--- src/rtl/relock_pkg.sv ---
package relock_pkg;

  typedef enum logic [1:0] {
    ST_START = 2'd0,
    ST_PULSE = 2'd1,
    ST_WAIT  = 2'd2,
    ST_CHECK = 2'd3
  } sup_state_t;

  localparam int STATUS_W = 3;

  typedef struct packed {
    logic locked;
    logic in_stop;
    logic syn_stop;
  } mgr_status_t;

endpackage

--- src/rtl/relock_sync.sv ---
module relock_sync #(
  parameter int WIDTH  = 3,
  parameter int STAGES = 2
) (
  input  logic             clk,
  input  logic             rst,
  input  logic [WIDTH-1:0] d,
  output logic [WIDTH-1:0] q
);
  logic [STAGES-1:0][WIDTH-1:0] stg;

  always_ff @(posedge clk) begin
    if (rst) begin
      stg <= '0;
    end else begin
      for (int i = STAGES - 1; i > 0; i--) begin
        stg[i] <= stg[i-1];
      end
      stg[0] <= d;
    end
  end

  assign q = stg[STAGES-1];
endmodule

--- src/rtl/relock_timer.sv ---
module relock_timer #(
  parameter int CYCLES = 100
) (
  input  logic clk,
  input  logic rst,
  input  logic load,
  output logic done
);
  localparam int CW = (CYCLES > 1) ? $clog2(CYCLES) : 1;
  localparam logic [CW-1:0] RELOAD = CW'(CYCLES - 1);

  logic [CW-1:0] cnt;

  always_ff @(posedge clk) begin
    if (rst) begin
      cnt <= '0;
    end else if (load) begin
      cnt <= RELOAD;
    end else if (cnt != '0) begin
      cnt <= cnt - 1'b1;
    end
  end

  assign done = (cnt == '0);
endmodule

--- src/rtl/relock_fsm.sv ---
module relock_fsm
  import relock_pkg::*;
(
  input  logic clk,
  input  logic rst,
  input  logic auto_en,
  input  logic user_req,
  input  logic fault,
  input  logic tmr_done,
  output logic tmr_load,
  output logic retry,
  output logic mgr_rst
);
  sup_state_t st, nxt;

  always_comb begin
    nxt      = st;
    tmr_load = 1'b0;
    retry    = 1'b0;
    if (!auto_en) begin
      nxt = ST_START;
    end else if (user_req) begin
      nxt = ST_PULSE;
    end else begin
      case (st)
        ST_START: nxt = ST_PULSE;
        ST_PULSE: begin
          nxt      = ST_WAIT;
          tmr_load = 1'b1;
        end
        ST_WAIT:  if (tmr_done) nxt = ST_CHECK;
        ST_CHECK: begin
          if (fault) begin
            nxt   = ST_PULSE;
            retry = 1'b1;
          end else begin
            nxt      = ST_WAIT;
            tmr_load = 1'b1;
          end
        end
        default:  nxt = ST_START;
      endcase
    end
  end

  always_ff @(posedge clk) begin
    if (rst) begin
      st      <= ST_START;
      mgr_rst <= 1'b0;
    end else begin
      st      <= nxt;
      mgr_rst <= auto_en ? (nxt == ST_PULSE) : user_req;
    end
  end

  assert_single_pulse_R2: assert property (@(posedge clk) disable iff (rst)
    (mgr_rst && $past(auto_en) && auto_en && !user_req) |=> !mgr_rst);

  assert_follow_user_R7: assert property (@(posedge clk) disable iff (rst)
    (!$past(rst) && !$past(auto_en)) |-> (mgr_rst == $past(user_req)));

  assert_check_after_wait_R5: assert property (@(posedge clk) disable iff (rst)
    (st == ST_CHECK) |-> ($past(st) == ST_WAIT));

  assert_fault_retries_R4: assert property (@(posedge clk) disable iff (rst)
    (st == ST_CHECK && fault && auto_en && !user_req) |=> (mgr_rst && st == ST_PULSE));
endmodule

--- src/rtl/relock_sticky.sv ---
module relock_sticky (
  input  logic clk,
  input  logic rst,
  input  logic set,
  input  logic clr,
  output logic seen
);
  always_ff @(posedge clk) begin
    if (rst || clr) begin
      seen <= 1'b0;
    end else if (set) begin
      seen <= 1'b1;
    end
  end

  assert_sticky_clear_R8: assert property (@(posedge clk) disable iff (rst)
    $past(clr) |-> !seen);

  assert_sticky_hold_R8: assert property (@(posedge clk) disable iff (rst)
    $fell(seen) |-> $past(clr));
endmodule

--- src/rtl/clkmgr_relock_sup.sv ---
module clkmgr_relock_sup
  import relock_pkg::*;
#(
  parameter int REF_CLK_MHZ  = 25,
  parameter int SETTLE_US    = 4,
  parameter int USE_SYN_STOP = 1,
  parameter int SYNC_STAGES  = 2
) (
  input  logic clk,
  input  logic rst,
  input  logic auto_en,
  input  logic user_rst_req,
  input  logic mgr_locked,
  input  logic mgr_in_stopped,
  input  logic mgr_syn_stopped,
  output logic mgr_rst,
  output logic relock_seen
);
  localparam int   WAIT_CYCLES = REF_CLK_MHZ * SETTLE_US;
  localparam logic SYN_MASK    = (USE_SYN_STOP != 0);

  logic [STATUS_W-1:0] raw_status, sync_status;
  mgr_status_t         status_s;
  logic                fault, tmr_load, tmr_done, retry;

  assign raw_status = {mgr_locked, mgr_in_stopped, mgr_syn_stopped};
  assign status_s   = mgr_status_t'(sync_status);
  assign fault      = !status_s.locked | status_s.in_stop | (status_s.syn_stop & SYN_MASK);

  relock_sync #(.WIDTH(STATUS_W), .STAGES(SYNC_STAGES)) u_sync (
    .clk (clk),
    .rst (rst),
    .d   (raw_status),
    .q   (sync_status)
  );

  relock_timer #(.CYCLES(WAIT_CYCLES)) u_timer (
    .clk  (clk),
    .rst  (rst),
    .load (tmr_load),
    .done (tmr_done)
  );

  relock_fsm u_fsm (
    .clk      (clk),
    .rst      (rst),
    .auto_en  (auto_en),
    .user_req (user_rst_req),
    .fault    (fault),
    .tmr_done (tmr_done),
    .tmr_load (tmr_load),
    .retry    (retry),
    .mgr_rst  (mgr_rst)
  );

  relock_sticky u_sticky (
    .clk  (clk),
    .rst  (rst),
    .set  (retry),
    .clr  (user_rst_req),
    .seen (relock_seen)
  );
endmodule

--- config.mk ---
export PLATFORM = sky130hd
export DESIGN_NAME = clkmgr_relock_sup
export DESIGN_NICKNAME = d
export VERILOG_FILES = /design/src/rtl/relock_pkg.sv /design/src/rtl/relock_sync.sv /design/src/rtl/relock_timer.sv /design/src/rtl/relock_fsm.sv /design/src/rtl/relock_sticky.sv /design/src/rtl/clkmgr_relock_sup.sv
export SDC_FILE = /design/constraint.sdc
export NUM_CORES = 1
export LEC_CHECK = 0
export BUFFER_PORTS_ARGS = -buffer_cell sky130_fd_sc_hd__buf_4
export CORE_MARGIN = 1.5
export CORE_UTILIZATION = 40
export CTS_CLUSTER_SIZE = 25
export DETAILED_ROUTE_END_ITERATION = 7
export PLACE_DENSITY = 0.55
export SKIP_CTS_REPAIR_TIMING = 1
export SYNTH_ARGS = -nofsm -noshare
export SYNTH_HDL_FRONTEND = slang
export SYNTH_SLANG_ARGS = --single-unit
--- constraint.sdc ---
create_clock -name clk -period 1.8 [get_ports clk]
set_clock_uncertainty 0.05 [all_clocks]
set_input_delay 0.18 -clock clk [delete_from_list [all_inputs] [get_ports clk]]
set_output_delay 0.18 -clock clk [all_outputs]
set_load 0.01 [all_outputs]
==> results of run 1 <==
metal layers:
metal  routed length (um)  part of all wire, %  vias to the layer above
li1                     -                    -                      294
met1                  735                   51                      274
met2                  637                   44                       11
met3                   47                  3.3                        2
met4                   12                 0.84                        0
met5                    0                    0                        -
cells in the mapped netlist (2+ instances only):
| cell | count | area, um2 |
|---|---|---|
| xnor2_1 | 2 | 17.52 |
| o31ai_1 | 3 | 22.52 |
| o21ai_0 | 2 | 10.01 |
| nor2b_1 | 7 | 43.79 |
| or4_4 | 2 | 22.52 |
| nor3_1 | 3 | 15.01 |
| ha_1 | 2 | 25.02 |
| nor4_1 | 4 | 25.02 |
| nand2b_1 | 3 | 18.77 |
| clkbuf_1 | 2 | 7.510 |
| dfxtp_1 | 17 | 340.3 |
| inv_1 | 4 | 15.01 |
| o31a_1 | 2 | 17.52 |
| nor2_1 | 4 | 15.01 |
| a21oi_1 | 2 | 10.01 |
| a21boi_0 | 2 | 15.01 |
cell usage in the layout (no fill, tap or decap), types with 2 or more instances in the layout:
cell       n
or4_4      2
a21oi_1    2
o31ai_1    3
nor2_1     4
xnor2_1    2
a21boi_0   2
nand2b_1   3
nor3_1     3
inv_1      4
clkbuf_4   3
nor2b_1    7
buf_4      9
ha_1       2
o21ai_0    2
o31a_1     2
dfxtp_1   17
nor4_1     4
stage by stage:
| step | util [%] | hold slack, ps | setup WS [ps] | cell area (um2) |
|---|---|---|---|---|
| after floorplan | - | 209.8 | 357.6 | 740.7 |
| after global routing | 49.78 | 33.26 | 43.22 | 859.6 |
| after global placement | 48.19 | 346.7 | 296.9 | 832.0 |
| after detailed placement | 48.19 | 349.0 | 308.6 | 832.0 |
| after CTS | 49.78 | 49.88 | 262.4 | 859.6 |
| final | 49.78 | 61.85 | 258.6 | 859.6 |
critical path: stages, from the launching register on:
cell       delay [ps]
dfxtp_1           400
inv_1              90
ha_1              240
nor2b_1           180
a2111oi_0         380
nor3_1             90
registers in the layout, summed over array words and instances (netlist names):
register,flops
u_timer.cnt,7
u_sticky.seen,1
u_fsm.mgr_rst,1
u_sync.q,3
u_sync.stg,3
u_fsm.st,2
logic make-up (layout without fill, tap and decap cells):
logic type / after synthesis / after routing
AOI/OAI and AO/OA: 18 / 18
DFF: 17 / 17
xor gates and xnor gates: 2 / 2
and+or+nand+nor: 29 / 29
adders and majority gates: 2 / 2
buffers and inverters: 6 / 17
how the worst max path moves through the flow:
| stage | start | to | slack (ps) | cells after the start |
|---|---|---|---|---|
| floorplan | u_timer.cnt[2] | u_timer.cnt[5] | 360 | 3 |
| global placement | u_timer.cnt[2] | u_timer.cnt[5] | 300 | 3 |
| detailed placement | u_timer.cnt[0] | u_fsm.st[0] | 310 | 5 |
| CTS | u_timer.cnt[0] | u_fsm.st[0] | 260 | 5 |
| global route | u_timer.cnt[0] | u_fsm.st[0] | 40 | 5 |
| finish | u_timer.cnt[0] | u_fsm.st[0] | 260 | 5 |
layout make-up:
| class | instances | area share (%) |
|---|---|---|
| timing repair buffer | 9 | 7.860 |
| tap | 25 | 3.639 |
| clock inverter | 1 | 0.5822 |
| sequential | 17 | 39.59 |
| multi-input combinational | 51 | 43.96 |
| clock buffer | 3 | 2.620 |
| inverter | 4 | 1.747 |
power groups by stage:
stage	combinational, mW	clock [mW]	sequential, mW
final	0.528	0.202	0.543
after floorplan	0.401	0	0.527
after CTS	0.531	0.213	0.539
after global routing	0.597	0.232	0.557
after detailed placement	0.509	0	0.545
after global placement	0.527	0	0.548
==> results by group, run 1 <==
Yosys
  – Mean post-synth cell area: 10.01 um2
  – Yosys warning total: 0
  – Synth Area in Compound Gates: 19.76%
  – Post-synthesis async set-or-reset flop share: 0%
  – Number of library cell types mapped by synthesis: 29
  – Sequential cell area fraction in the yosys report: 45.95%
  – Post-synthesis mux area share: 0%
  – Largest family of logic cells by synthesized area: simple AND/OR/NAND/NOR gates
  – Cells after synthesis: 74
  – Top_reg_cell synth: dfxtp_1
  – Post-synth EDFFs: 0
  – Adder-Cell Fraction of Synth Area: 3.378%
  – Synth Area in Simple Gates: 25.51%
  – Synth Register Bits: 17
  – Mapped Area: 740.7 um2
  – Synth Net Count: 83
  – Xor and xnor area share after synthesis: 2.365%

Global routing
  – Antenna violations before repair: 0
  – First-pass GRT wire length: 2470 um
  – GRT Residual Overflow: 0
  – Total GRT Usage: 16.50%
  – Met3 usage: 3.571%
  – M1 GR Usage: 22.22%
  – Vias in the first global route: 549
  – Grt peak-use layer: met2
  – Grt met2 use: 25.28%
  – Largest net degree at the start of global routing: 15

Clocking
  – CTS Buf Count: 3
  – Reg clk slew, reported paths: 100 ps
  – Clock Sinks: 17
  – Max Root-Sink Buffers: 2
  – # H-tree levels: 1
  – Clock Latency Late Sink: 280 ps
  – TritonCTS clock tree: built
  – CTS Root Cell: clkbuf_4

STA
  – Final setup TNS: 0 ps
  – Hold Fails Final Rpt: 0
  – Peak Freq: 0.6488 GHz
  – Slew HR: 72.92%
  – Pin slew with the least headroom to its limit: 405.5 ps
  – Final Setup Violations: 0
  – Tmin final: 1541 ps
  – Unrepaired setup endpoints after global routing: no
  – Max Slew Vio Count: 0
  – Period utilisation layout: 85.63%

Worst hold path
  – Hold_sp: mgr_in_stopped
  – Hold Path Class: in2reg
  – Endpoint, Worst Hold: u_sync.stg[1]
  – Hold Path Stages: 2

Critical path
  – Crit path DAT: 1660 ps
  – Crit path kind: reg2reg
  – RR Startpoint: u_timer.cnt[0]
  – R2R cell count: 5
  – WP data required: 1920 ps
  – Critical path launch point type: register
  – Critical path endpoint category: register
  – CP Max Fanout: 4
  – Capturing point of the worst reg2reg path: u_fsm.st[0]
  – Setup slack, reg-to-reg: 260 ps

Power and ir drop
  – Int Power: 0.8066 mW
  – Tot Pwr: 1.272 mW
  – Sequential Power Share: 42.7%
  – Sw Ratio: 36.60%
  – Power density cells: 1480 nW/um2
  – Switch Pwr: 0.4656 mW
  – Max VDD drop: 579.9 uV
  – Gate power share: 41.5%
  – Leakage: 0.3215 nW
  – Clk pwr share: 15.9%

Final layout
  – Fin cells: 110
  – Area delta synth->final: 16.05%
  – Area occupied by multi-input gates: 377.9 um2
  – Reg area: 340.3 um2
  – Post-layout nets: 95
  – Share of cells above drive strength 1: 22.35%
  – Fill cells: 167
  – Antenna cells: 0

Placed design
  – HPWL Detailed: 977.5 um
  – Placed instance count: 106
  – Port buffer count: 8
  – Final GP Congestion: 0.8397

Die
  – Starting density of the core: 42.90%
  – Die Y: 46.03 um
  – I/O pins: 9
  – FP Rows: 15
  – Die area: 2119 um2
  – Die Wd: 46.03 um
  – CORE AREA: 1727 um2

Route
  – DRC errors left: 0
  – Initial DRC Count: 13
  – Wirelength per Cell: 13.02 um
  – Routed wire length: 1432 um
  – Routed Antenna Nets: 0
  – Via density: 5.282
  – First drt pass iteration count: 4
  – Vias: 581

Run
  – Total of max-cap violations: 0

Status
  – Outcome: finished, final reports clean
Power figures use the tool's default switching activity.
==> run 2: changes to the inputs <==
--- a/config.mk
+++ b/config.mk
@@ -9,4 +9,5 @@
 export CORE_MARGIN = 1.5
 export CORE_UTILIZATION = 40
+export CTS_BUF_LIST = sky130_fd_sc_hd__clkbuf_8
 export CTS_CLUSTER_SIZE = 25
 export DETAILED_ROUTE_END_ITERATION = 7
--- a/constraint.sdc
+++ b/constraint.sdc
@@ -3,3 +3,3 @@
 set_input_delay 0.18 -clock clk [delete_from_list [all_inputs] [get_ports clk]]
 set_output_delay 0.18 -clock clk [all_outputs]
-set_load 0.01 [all_outputs]
+set_load 0.1 [all_outputs]
==> results by group, run 2 (synthesis results as in run 1) <==
Critical path
  – Crit-path slowest cell: dfxtp_1 (unchanged)
  – CP cell instances: inv_1, ha_1, nor2b_1, a2111oi_0, nor3_1 (unchanged)
  – Crit path DAT: 1630 ps (was 1660 ps)
  – Critical path launch point type: register (unchanged)
  – WP data required: 1880 ps (was 1920 ps)
  – CP Max Fanout: 4 (unchanged)
  – Slowest stage delay, CP: 390 ps (was 400 ps)
  – RR Startpoint: u_timer.cnt[0] (unchanged)
  – Capturing point of the worst reg2reg path: u_fsm.st[0] (unchanged)
  – Critical path endpoint category: register (unchanged)
  – Crit path kind: reg2reg (unchanged)
  – Setup slack, reg-to-reg: 250 ps (was 260 ps)
  – R2R cell count: 5 (unchanged)

Final layout
  – Commonest non-fill, non-tap cell in the layout: dfxtp_1 (unchanged)
  – Post-layout nets: 95 (unchanged)
  – Area delta synth->final: 18.58% (was 16.05%)
  – Share of cells above drive strength 1: 22.35% (unchanged)
  – Max reg flops: 7 (unchanged)
  – Top reg by flops: u_timer.cnt (unchanged)
  – Antenna cells: 0 (unchanged)
  – Commonest non-fill, non-tap cells in the layout: dfxtp_1 (17), buf_4 (9), nor2b_1 (7) (unchanged)

Placed design
  – Final GP Congestion: 0.8397 (unchanged)
  – Pre-CTS setup slack: 308.6 ps (unchanged)
  – HPWL Detailed: 977.5 um (unchanged)
  – Port buffer count: 8 (unchanged)

STA
  – Worst hold margin: 102.1 ps (was 61.85 ps)
  – Pin slew with the least headroom to its limit: 417.8 ps (was 405.5 ps)
  – Tmin final: 1550 ps (was 1541 ps)
  – PnR worst setup slack: 249.6 ps (was 258.6 ps)
  – Unrepaired setup endpoints after global routing: no (unchanged)
  – Final Setup Violations: 0 (unchanged)
  – Final setup TNS: 0 ps (unchanged)
  – Period utilisation layout: 86.13% (was 85.63%)
  – Peak Freq: 0.6450 GHz (was 0.6488 GHz)
  – Slew HR: 72.10% (was 72.92%)
  – Max Slew Vio Count: 0 (unchanged)
  – Hold Fails Final Rpt: 0 (unchanged)

Power and ir drop
  – Clk pwr share: 20.5% (was 15.9%)
  – Switch Pwr: 0.4864 mW (was 0.4656 mW)
  – Leakage: 0.3293 nW (was 0.3215 nW)
  – Sequential Power Share: 40.0% (was 42.7%)
  – Power density cells: 1553 nW/um2 (was 1480 nW/um2)
  – Int Power: 0.8779 mW (was 0.8066 mW)
  – Gate power share: 39.5% (was 41.5%)
  – Max VDD drop: 579.0 uV (was 579.9 uV)
  – Sw Ratio: 35.65% (was 36.60%)
  – Tot Pwr: 1.364 mW (was 1.272 mW)

Clocking
  – Clock Latency Late Sink: 250 ps (was 280 ps)
  – Reg clk slew, reported paths: 70 ps (was 100 ps)
  – TritonCTS clock tree: built (unchanged)
  – Max Root-Sink Buffers: 2 (unchanged)
  – Clock Sinks: 17 (unchanged)
  – CTS Root Cell: clkbuf_8 (was clkbuf_4)
  – CTS Buf Count: 3 (unchanged)
  – # H-tree levels: 1 (unchanged)

Route
  – Routed wire length: 1428 um (was 1432 um)
  – Via density: 5.218 (was 5.282)
  – DRC errors left: 0 (unchanged)
  – Initial DRC Count: 10 (was 13)
  – Vias: 574 (was 581)
  – First drt pass iteration count: 4 (unchanged)
  – Wirelength per Cell: 12.98 um (was 13.02 um)
  – Routed Antenna Nets: 0 (unchanged)

Die
  – I/O pins: 9 (unchanged)
  – Die area: 2119 um2 (unchanged)
  – Die Y: 46.03 um (unchanged)
  – CORE AREA: 1727 um2 (unchanged)
  – Starting density of the core: 42.90% (unchanged)
  – Die Wd: 46.03 um (unchanged)
  – FP Rows: 15 (unchanged)

Run
  – Total of max-cap violations: 0 (unchanged)

Worst hold path
  – Endpoint, Worst Hold: u_sync.stg[1] (unchanged)
  – Hold_sp: mgr_in_stopped (unchanged)
  – Hold Path Class: in2reg (unchanged)
  – Hold Path Stages: 2 (unchanged)

Global routing
  – Antenna violations before repair: 0 (unchanged)
  – Largest net degree at the start of global routing: 15 (unchanged)
  – Vias in the first global route: 548 (was 549)
  – First-pass GRT wire length: 2408 um (was 2470 um)
  – Total GRT Usage: 15.45% (was 16.50%)
  – GRT Residual Overflow: 0 (unchanged)

Status
  – Outcome: finished, final reports clean (unchanged)
[run 2: cell counts in the layout (fill, tap and decap cells not counted)]
No cell type changed its count.
[run 2: worst max-delay path, delay by kind of cell, from the launching register on]
family	cells	cell delay, ps
and+or+nand+nor	2	270
DFF	1	390
buffers and inverters	1	100
AOI/OAI and AO/OA	1	380
adders and majority gates	1	240
[run 2: worst max-delay path by stage]
stage	from	end	slack [ps]	depth (start not counted)
2_1_floorplan	u_timer.cnt[2]	u_timer.cnt[5]	360	3
3_3_place_gp	u_timer.cnt[2]	u_timer.cnt[5]	300	3
3_5_place_dp	u_timer.cnt[0]	u_fsm.st[0]	310	5
4_1_cts	u_timer.cnt[0]	u_fsm.st[0]	270	5
5_1_grt	u_timer.cnt[0]	u_fsm.st[0]	60	5
6_report	u_timer.cnt[0]	u_fsm.st[0]	250	5
[run 2: metrics by stage]
stage / instance area [um2] / utilization (%) / instances
3_3_place_gp: 832.0 / 48.19 / 106
6_report: 878.3 / 50.87 / 110
3_5_place_dp: 832.0 / 48.19 / 106
4_1_cts: 878.3 / 50.87 / 110
2_1_floorplan: 740.7 / - / 74
5_1_grt: 878.3 / 50.87 / 110
[run 2: final cells by class]
type,count,area (um2)
clock buffers,3,41.29
clock inverters,1,5.005
fillers,163,848.3
inverters,4,15.01
multi-input cells,51,377.9
flip-flops and latches,17,340.3
well taps,25,31.28
repair buffers,9,67.56
[run 2: metal layers]
| metal | routed length [um] | up-vias | GRT usage, % |
|---|---|---|---|
| met4 | 0 | 0 | 1.714 |
| met2 | 619 | 7 | 24.17 |
| li1 | - | 292 | - |
| met3 | 37 | 0 | 3.571 |
| met5 | 0 | - | 0 |
| met1 | 771 | 275 | 22.22 |
[run 2: power groups by stage]
| stage | clock network [mW] | logic (mW) | registers [mW] |
|---|---|---|---|
| finish | 0.279 | 0.539 | 0.546 |
| global route | 0.311 | 0.603 | 0.557 |
| CTS | 0.293 | 0.541 | 0.539 |
| detailed placement | 0 | 0.521 | 0.545 |
| global placement | 0 | 0.539 | 0.548 |
| floorplan | 0 | 0.401 | 0.539 |
